## src/rtl/sdram_slot_pkg.sv

```systemverilog
package sdram_slot_pkg;

    localparam int DQ_W      = 8;
    localparam int BURST_LEN = 4;
    localparam int WORD_W    = DQ_W * BURST_LEN;
    localparam int AP_BIT    = 10;

    // {cs_n, ras_n, cas_n, we_n}
    typedef enum logic [3:0] {
        CMD_NOP = 4'b0111,
        CMD_PRE = 4'b0010,
        CMD_REF = 4'b0001,
        CMD_ACT = 4'b0011,
        CMD_RD  = 4'b0101,
        CMD_WR  = 4'b0100
    } sd_cmd_e;

    // steps chosen for one window
    typedef struct packed {
        logic pre;
        logic refr;
        logic act;
        logic xfer;
        logic wr;
    } slot_plan_t;

    function automatic logic [DQ_W-1:0] lane_of(input logic [WORD_W-1:0] w,
                                                input int unsigned idx);
        return w[idx*DQ_W +: DQ_W];
    endfunction

endpackage

```

## src/rtl/slot_timer.sv

```systemverilog
module slot_timer #(
    parameter int WINDOW = 20,
    localparam int SLOT_W = $clog2(WINDOW)
) (
    input  logic              clk,
    input  logic              rst,
    output logic [SLOT_W-1:0] slot,
    output logic              user_tick
);
    localparam logic [SLOT_W-1:0] LAST = SLOT_W'(WINDOW - 1);

    always_ff @(posedge clk) begin
        if (rst)               slot <= '0;
        else if (slot == LAST) slot <= '0;
        else                   slot <= slot + 1'b1;
    end

    assign user_tick = (slot == LAST);


    tick_single_chk: assert property (@(posedge clk) disable iff (rst)
        user_tick |=> !user_tick);

endmodule

```

## src/rtl/refresh_timer.sv

```systemverilog
module refresh_timer #(
    parameter int INTERVAL = 780,
    localparam int CNT_W = $clog2(INTERVAL)
) (
    input  logic clk,
    input  logic rst,
    input  logic ref_done,
    output logic ref_due
);
    logic [CNT_W-1:0] cnt;
    localparam logic [CNT_W-1:0] TOP = CNT_W'(INTERVAL - 1);

    always_ff @(posedge clk) begin
        if (rst) begin
            cnt     <= '0;
            ref_due <= 1'b0;
        end else begin
            cnt <= (cnt == TOP) ? '0 : cnt + 1'b1;
            if (cnt == TOP)    ref_due <= 1'b1;
            else if (ref_done) ref_due <= 1'b0;
        end
    end


    due_hold_chk: assert property (@(posedge clk) disable iff (rst)
        (ref_due && !ref_done) |=> ref_due);

endmodule

```

## src/rtl/byte_packer.sv

```systemverilog
module byte_packer
    import sdram_slot_pkg::*;
#(
    parameter int SLOT_W  = 5,
    parameter int XFER_AT = 13,
    parameter int CAS_LAT = 2
) (
    input  logic              clk,
    input  logic              rst,
    input  logic [SLOT_W-1:0] slot,
    input  logic              do_wr,
    input  logic              do_rd,
    input  logic [WORD_W-1:0] wdata,
    output logic [DQ_W-1:0]   dq_out,
    output logic              dq_oe,
    input  logic [DQ_W-1:0]   dq_in,
    output logic [WORD_W-1:0] rdata
);
    localparam logic [SLOT_W-1:0] WR_FIRST  = SLOT_W'(XFER_AT);
    localparam logic [SLOT_W-1:0] WR_END    = SLOT_W'(XFER_AT + BURST_LEN);
    localparam logic [SLOT_W-1:0] CAP_FIRST = SLOT_W'(XFER_AT + CAS_LAT);
    localparam logic [SLOT_W-1:0] CAP_END   = SLOT_W'(XFER_AT + CAS_LAT + BURST_LEN);
    localparam logic [SLOT_W-1:0] CAP_LAST  = SLOT_W'(XFER_AT + CAS_LAT + BURST_LEN - 1);

    logic              in_wr, in_cap;
    logic [SLOT_W-1:0] wlane;
    logic [WORD_W-1:0] sh, sh_next;

    assign in_wr  = do_wr && (slot >= WR_FIRST) && (slot < WR_END);
    assign in_cap = do_rd && (slot >= CAP_FIRST) && (slot < CAP_END);
    assign wlane  = slot - WR_FIRST;

    always_comb begin
        dq_out = '0;
        if (in_wr) dq_out = lane_of(wdata, int'(wlane));
    end
    assign dq_oe = in_wr;

    // byte 0 arrives first and ends in the low lane
    assign sh_next = {dq_in, sh[WORD_W-1:DQ_W]};

    always_ff @(posedge clk) begin
        if (rst) begin
            sh    <= '0;
            rdata <= '0;
        end else if (in_cap) begin
            sh <= sh_next;
            if (slot == CAP_LAST) rdata <= sh_next;
        end
    end


    rdata_hold_chk: assert property (@(posedge clk) disable iff (rst)
        !do_rd |=> $stable(rdata));

endmodule

```

## src/rtl/sdram_slot_adapter.sv

```systemverilog
module sdram_slot_adapter
    import sdram_slot_pkg::*;
#(
    parameter int BANK_W       = 2,
    parameter int ROW_W        = 12,
    parameter int COL_W        = 8,
    parameter int WINDOW       = 20,
    parameter int T_PRE        = 3,
    parameter int T_REF        = 7,
    parameter int T_ACT        = 3,
    parameter int CAS_LAT      = 2,
    parameter int REF_INTERVAL = 780,
    localparam int WCOL_W = COL_W - 2,
    localparam int ADDR_W = BANK_W + ROW_W + WCOL_W
) (
    input  logic              clk,
    input  logic              rst,
    output logic              user_tick,
    input  logic              u_en,
    input  logic              u_we,
    input  logic [ADDR_W-1:0] u_addr,
    input  logic [WORD_W-1:0] u_wdata,
    output logic [WORD_W-1:0] u_rdata,
    output logic [3:0]        sd_cmd,
    output logic [BANK_W-1:0] sd_ba,
    output logic [ROW_W-1:0]  sd_a,
    output logic [DQ_W-1:0]   sd_dq_out,
    output logic              sd_dq_oe,
    input  logic [DQ_W-1:0]   sd_dq_in
);
    localparam int SLOT_W  = $clog2(WINDOW);
    localparam int REF_AT  = T_PRE;
    localparam int ACT_AT  = T_PRE + T_REF;
    localparam int XFER_AT = ACT_AT + T_ACT;
    localparam logic [SLOT_W-1:0] S_REF  = SLOT_W'(REF_AT);
    localparam logic [SLOT_W-1:0] S_ACT  = SLOT_W'(ACT_AT);
    localparam logic [SLOT_W-1:0] S_XFER = SLOT_W'(XFER_AT);

    logic [SLOT_W-1:0] slot;
    logic              ref_due, at_start, hit;
    sd_cmd_e           cmd;

    logic [BANK_W-1:0] a_bank, bank_q, open_bank;
    logic [ROW_W-1:0]  a_row, row_q, open_row;
    logic [WCOL_W-1:0] a_wcol, wcol_q;
    logic [WORD_W-1:0] wdata_q;
    logic              row_open;
    slot_plan_t        plan_now, plan_q;

    slot_timer #(.WINDOW(WINDOW)) u_slot (
        .clk(clk), .rst(rst), .slot(slot), .user_tick(user_tick));

    refresh_timer #(.INTERVAL(REF_INTERVAL)) u_ref (
        .clk(clk), .rst(rst), .ref_done(cmd == CMD_REF), .ref_due(ref_due));

    assign a_bank   = u_addr[ADDR_W-1 -: BANK_W];
    assign a_row    = u_addr[WCOL_W +: ROW_W];
    assign a_wcol   = u_addr[WCOL_W-1:0];
    assign at_start = (slot == '0);
    assign hit      = row_open && (open_bank == a_bank) && (open_row == a_row);

    always_comb begin
        plan_now.pre  = row_open && (ref_due || (u_en && !hit));
        plan_now.refr = ref_due;
        plan_now.act  = u_en && (!hit || ref_due);
        plan_now.xfer = u_en;
        plan_now.wr   = u_we;
    end

    // request is taken in the first cycle of each window
    always_ff @(posedge clk) begin
        if (rst) begin
            plan_q  <= '0;
            bank_q  <= '0;
            row_q   <= '0;
            wcol_q  <= '0;
            wdata_q <= '0;
        end else if (at_start) begin
            plan_q  <= plan_now;
            bank_q  <= a_bank;
            row_q   <= a_row;
            wcol_q  <= a_wcol;
            wdata_q <= u_wdata;
        end
    end

    always_comb begin
        cmd   = CMD_NOP;
        sd_ba = '0;
        sd_a  = '0;
        if (at_start && plan_now.pre) begin
            cmd          = CMD_PRE;
            sd_a[AP_BIT] = 1'b1;
        end else if (slot == S_REF && plan_q.refr) begin
            cmd = CMD_REF;
        end else if (slot == S_ACT && plan_q.act) begin
            cmd   = CMD_ACT;
            sd_ba = bank_q;
            sd_a  = row_q;
        end else if (slot == S_XFER && plan_q.xfer) begin
            cmd   = plan_q.wr ? CMD_WR : CMD_RD;
            sd_ba = bank_q;
            sd_a  = ROW_W'({wcol_q, 2'b00});
        end
    end
    assign sd_cmd = cmd;

    always_ff @(posedge clk) begin
        if (rst) begin
            row_open  <= 1'b0;
            open_bank <= '0;
            open_row  <= '0;
        end else if (cmd == CMD_PRE) begin
            row_open <= 1'b0;
        end else if (cmd == CMD_ACT) begin
            row_open  <= 1'b1;
            open_bank <= bank_q;
            open_row  <= row_q;
        end
    end

    byte_packer #(.SLOT_W(SLOT_W), .XFER_AT(XFER_AT), .CAS_LAT(CAS_LAT)) u_pack (
        .clk(clk), .rst(rst), .slot(slot),
        .do_wr(plan_q.xfer && plan_q.wr),
        .do_rd(plan_q.xfer && !plan_q.wr),
        .wdata(wdata_q), .dq_out(sd_dq_out), .dq_oe(sd_dq_oe),
        .dq_in(sd_dq_in), .rdata(u_rdata));


    tick_wrap_chk: assert property (@(posedge clk) disable iff (rst)
        user_tick |=> (slot == '0));

    cmd_slot_chk: assert property (@(posedge clk) disable iff (rst)
        (cmd != CMD_NOP) |-> (slot == '0 || slot == S_REF || slot == S_ACT || slot == S_XFER));

    ref_closed_chk: assert property (@(posedge clk) disable iff (rst)
        (cmd == CMD_REF) |-> !row_open);

    act_closed_chk: assert property (@(posedge clk) disable iff (rst)
        (cmd == CMD_ACT) |-> !row_open);

    xfer_open_chk: assert property (@(posedge clk) disable iff (rst)
        (cmd == CMD_RD || cmd == CMD_WR) |-> (row_open && open_row == row_q && open_bank == bank_q));

    oe_idle_chk: assert property (@(posedge clk) disable iff (rst)
        sd_dq_oe |-> (plan_q.xfer && plan_q.wr));

endmodule

```

## config.mk

```make
export PLATFORM = sky130hd
export DESIGN_NAME = sdram_slot_adapter
export DESIGN_NICKNAME = d
export VERILOG_FILES = /design/src/rtl/sdram_slot_pkg.sv /design/src/rtl/slot_timer.sv /design/src/rtl/refresh_timer.sv /design/src/rtl/byte_packer.sv /design/src/rtl/sdram_slot_adapter.sv
export SDC_FILE = /design/constraint.sdc
export NUM_CORES = 1
export LEC_CHECK = 0
export ABC_AREA = 1
export BUFFER_PORTS_ARGS = -buffer_cell sky130_fd_sc_hd__buf_2
export CORE_ASPECT_RATIO = 0.9
export CORE_MARGIN = 1.5
export CORE_UTILIZATION = 50
export DETAILED_ROUTE_END_ITERATION = 6
export PLACE_DENSITY = 0.82
export SYNTH_ARGS = -nofsm -noshare
export SYNTH_HDL_FRONTEND = slang
export SYNTH_SLANG_ARGS = --single-unit
```

## constraint.sdc

```tcl
create_clock -name clk -period 5.1 [get_ports clk]
set_input_delay 0.51 -clock clk [delete_from_list [all_inputs] [get_ports clk]]
set_output_delay 0.51 -clock clk [all_outputs]
set_load 0.01 [all_outputs]
```

==> metrics.cfg <==
[yosys]
netlist_instances = 888
synth_area_leaders = dfxtp_1, nor2_1, nand2_1
yosysSeqAreaShare = 0.462
synth_edf_count = 0
syn_area_sq_mm = 0.00619
netlist.area_leader.share = 0.462
syn_avg_cell_area_sq_um = 6.97
synth_cell_types = 30
yosysTopAreaCell = dfxtp_1
synth_ff_type = dfxtp_1
synth_nets = 958
synth_warnings = 0
synth-async-reset-ratio = 0
ys_ff_latch = 143

[grt]
grt_first_pass_wirelength_mm = 23.9
antenna_found_initial = 0
grt_max_degree = 74
grt_pass1_vias = 5139
grt_overflow_total = 0
grt_usage = 0.227

[placement]
io_buffers = 122
gp_congestion = 0.868
dp_hpwl_mm = 9.51
dp_cells = 1120

[floorplanning]
rows = 38
die-area_sq_mm = 0.0131
io_pins = 124
core_sq_mm = 0.0121
die_w_um = 120
die-height_um = 109
start_util = 0.513

[sta]
layout_min_cycle_time_ns = 3.91
finalSetupViolations = 0
rsz0062_at_grt = no
hold_ws_ns = 0.334
fin_setup_tns_ns = 0
period_share = 0.766
tightestPinTransition_ns = 0.933
finalMaxSlewViolations = 0
hold_violations = 0
fmax_ghz = 0.256
max_slew_margin = 0.377
finClkSkew_ns = 0.00668

[cts]
cts_tree = yes
clock_latency_ns = 0.42
ctsResizeCount = 0
ctsHoldBuffers = 0
cts_max_level = 4
cts_root_buf = clkbuf_16
clkTransAtPathRegs_ns = 0.06
clock_path_buffers = 2
clock-sinks = 143
cts_buffers = 17
postCtsSetupBuffers = 0

[layout]
fillers = 1099
fin_nets = 1049
antennaDiodeCount = 0
post-route-util = 0.614
synthToLayoutAreaGrowth_pct = 19.7
final_cells = 1152
final_layout_size_suffix_gt1_frac = 0.171

[setup_path]
cpLargestDelayFamily = simple AND/OR/NAND/NOR gates
arrival_ns = 3.40
cpPeakStageDelay_ns = 0.74
cp_max_fo = 57
path_buf_inv = 3
crit_chain = clkinv_1 > ha_1 > nand3_2 > nor3_1 > nand2_1 > inv_1 > nor3_1 > buf_2
critPathCaptureType = primary output
slowest_stage = dfxtp_1
worst_path_most_repeated_cell = nor3_1
crit_type = flop to primary output
required_ns = 4.59
startpoint_type = flop

[route]
vias = 5883
avgViaCountPerCell = 5.11
drtPass1Iterations = 5
drc = 0
drtIter0Drc = 459
detail-route-antenna-nets = 0
avgRoutedWirePerCell_um = 12.5
wl_mm = 14.4

[power_and_ir_drop]
peakVddDrop_mv = 0.227
p_leak_nw = 3.24
power.density_mw_per_mm2 = 365

[status]
status = completed

[flow_run]
drv_cap = 0

[min_path]
worstHoldPathType = primary input to flop

[metal layers]
metal,up-vias,wire length (um),track usage
li1,3029,-,-
met3,19,975,0.0675
met2,192,6460,0.358
met5,-,0,0
met1,2643,6820,0.306
met4,0,176,0.0597
[state kept, by name, summed over array words and instances (netlist names)]
| name | count |
|---|---|
| row_open | 1 |
| wcol_q | 6 |
| u_slot.slot | 5 |
| bank_q | 2 |
| plan_q | 4 |
| u_ref.cnt | 10 |
| u_pack.sh | 24 |
| u_ref.ref_due | 1 |
| u_pack.rdata | 32 |
| open_bank | 2 |
| open_row | 12 |
| row_q | 12 |
| wdata_q | 32 |
[cell families after synthesis]
group | Yosys count | share of synthesized area
adder cells (fa/ha/maj) | 6 | 0.0121
other | 1 | 0.000606
flip-flops | 143 | 0.462
buffers and inverters | 143 | 0.0940
AND/OR/NAND/NOR | 429 | 0.287
AO/OA/AOI/OAI | 164 | 0.142
XOR/XNOR | 2 | 0.00283
[worst paths after layout]
path / from / to / slack, ns / depth (start not counted)
worst max-delay path: u_slot.slot[0] / sd_cmd[2] / 1.19 / 8
worst min-delay path: u_wdata[22] / wdata_q[22] / 0.33 / 3
worst max register to register: u_slot.slot[0] / row_q[7] / 1.87 / 7
worst min register to register: u_ref.cnt[0] / u_ref.cnt[0] / 0.45 / 1
[metrics by stage]
step           worst slack [ns]  power (mW)  cell area, sq um
3_5_place_dp               1.72        1.46              6810
6_report                   1.19        2.70              7410
3_3_place_gp               1.80        1.45              6810
2_1_floorplan              2.46        1.39              6190
5_1_grt                   0.807        2.81              7410
4_1_cts                    1.23        2.72              7410
[report_power, final]
group | internal, mW | leakage, nW | switching [mW]
combinational | 0.0793 | 1.79 | 0.142
clock | 0.738 | 0.291 | 0.528
sequential | 1.18 | 1.17 | 0.0410
total | 1.99 | 3.24 | 0.712
[placed cells by master (no fill, tap or decap), types with 3 or more instances in the layout]
cell	count
a21oi_1	68
a22o_1	6
buf_2	122
buf_4	5
clkbuf_16	17
clkinv_1	3
dfxtp_1	143
ha_1	6
inv_1	82
inv_2	3
inv_6	5
inv_8	3
nand2_1	121
nand3_1	31
nand4_1	34
nor2_1	227
nor3_1	6
nor3b_1	3
o21a_1	3
o21ai_0	81
[worst min-delay path, stage by stage]
cell and delay, ns:
buf_2 0.07, o21ai_0 0.07, nor2_1 0.07
[area by class of cell]
type | instances | area (sq um) | share of cell area
tap | 160 | 200 | 0.0270
clock inverter | 15 | 175 | 0.0236
multi-input combinational | 602 | 2770 | 0.374
sequential | 143 | 2860 | 0.386
timing repair buffer | 127 | 648 | 0.0875
clock buffer | 17 | 425 | 0.0574
inverter | 88 | 330 | 0.0446
[cell usage after synthesis, types with 2 or more instances]
library cell / instances
a211oi_2: 2
a21boi_0: 2
a21oi_1: 68
a22o_1: 6
buf_1: 5
buf_2: 12
buf_4: 8
clkbuf_1: 30
clkinv_1: 4
dfxtp_1: 143
ha_1: 6
inv_1: 82
inv_2: 2
nand2_1: 121
nand3_1: 32
nand4_1: 34
nor2_1: 227
nor3_1: 6
nor3b_1: 3
nor4_1: 2
o21a_1: 3
o21ai_0: 81
or2_2: 2
(Power assumes the default switching activity.)
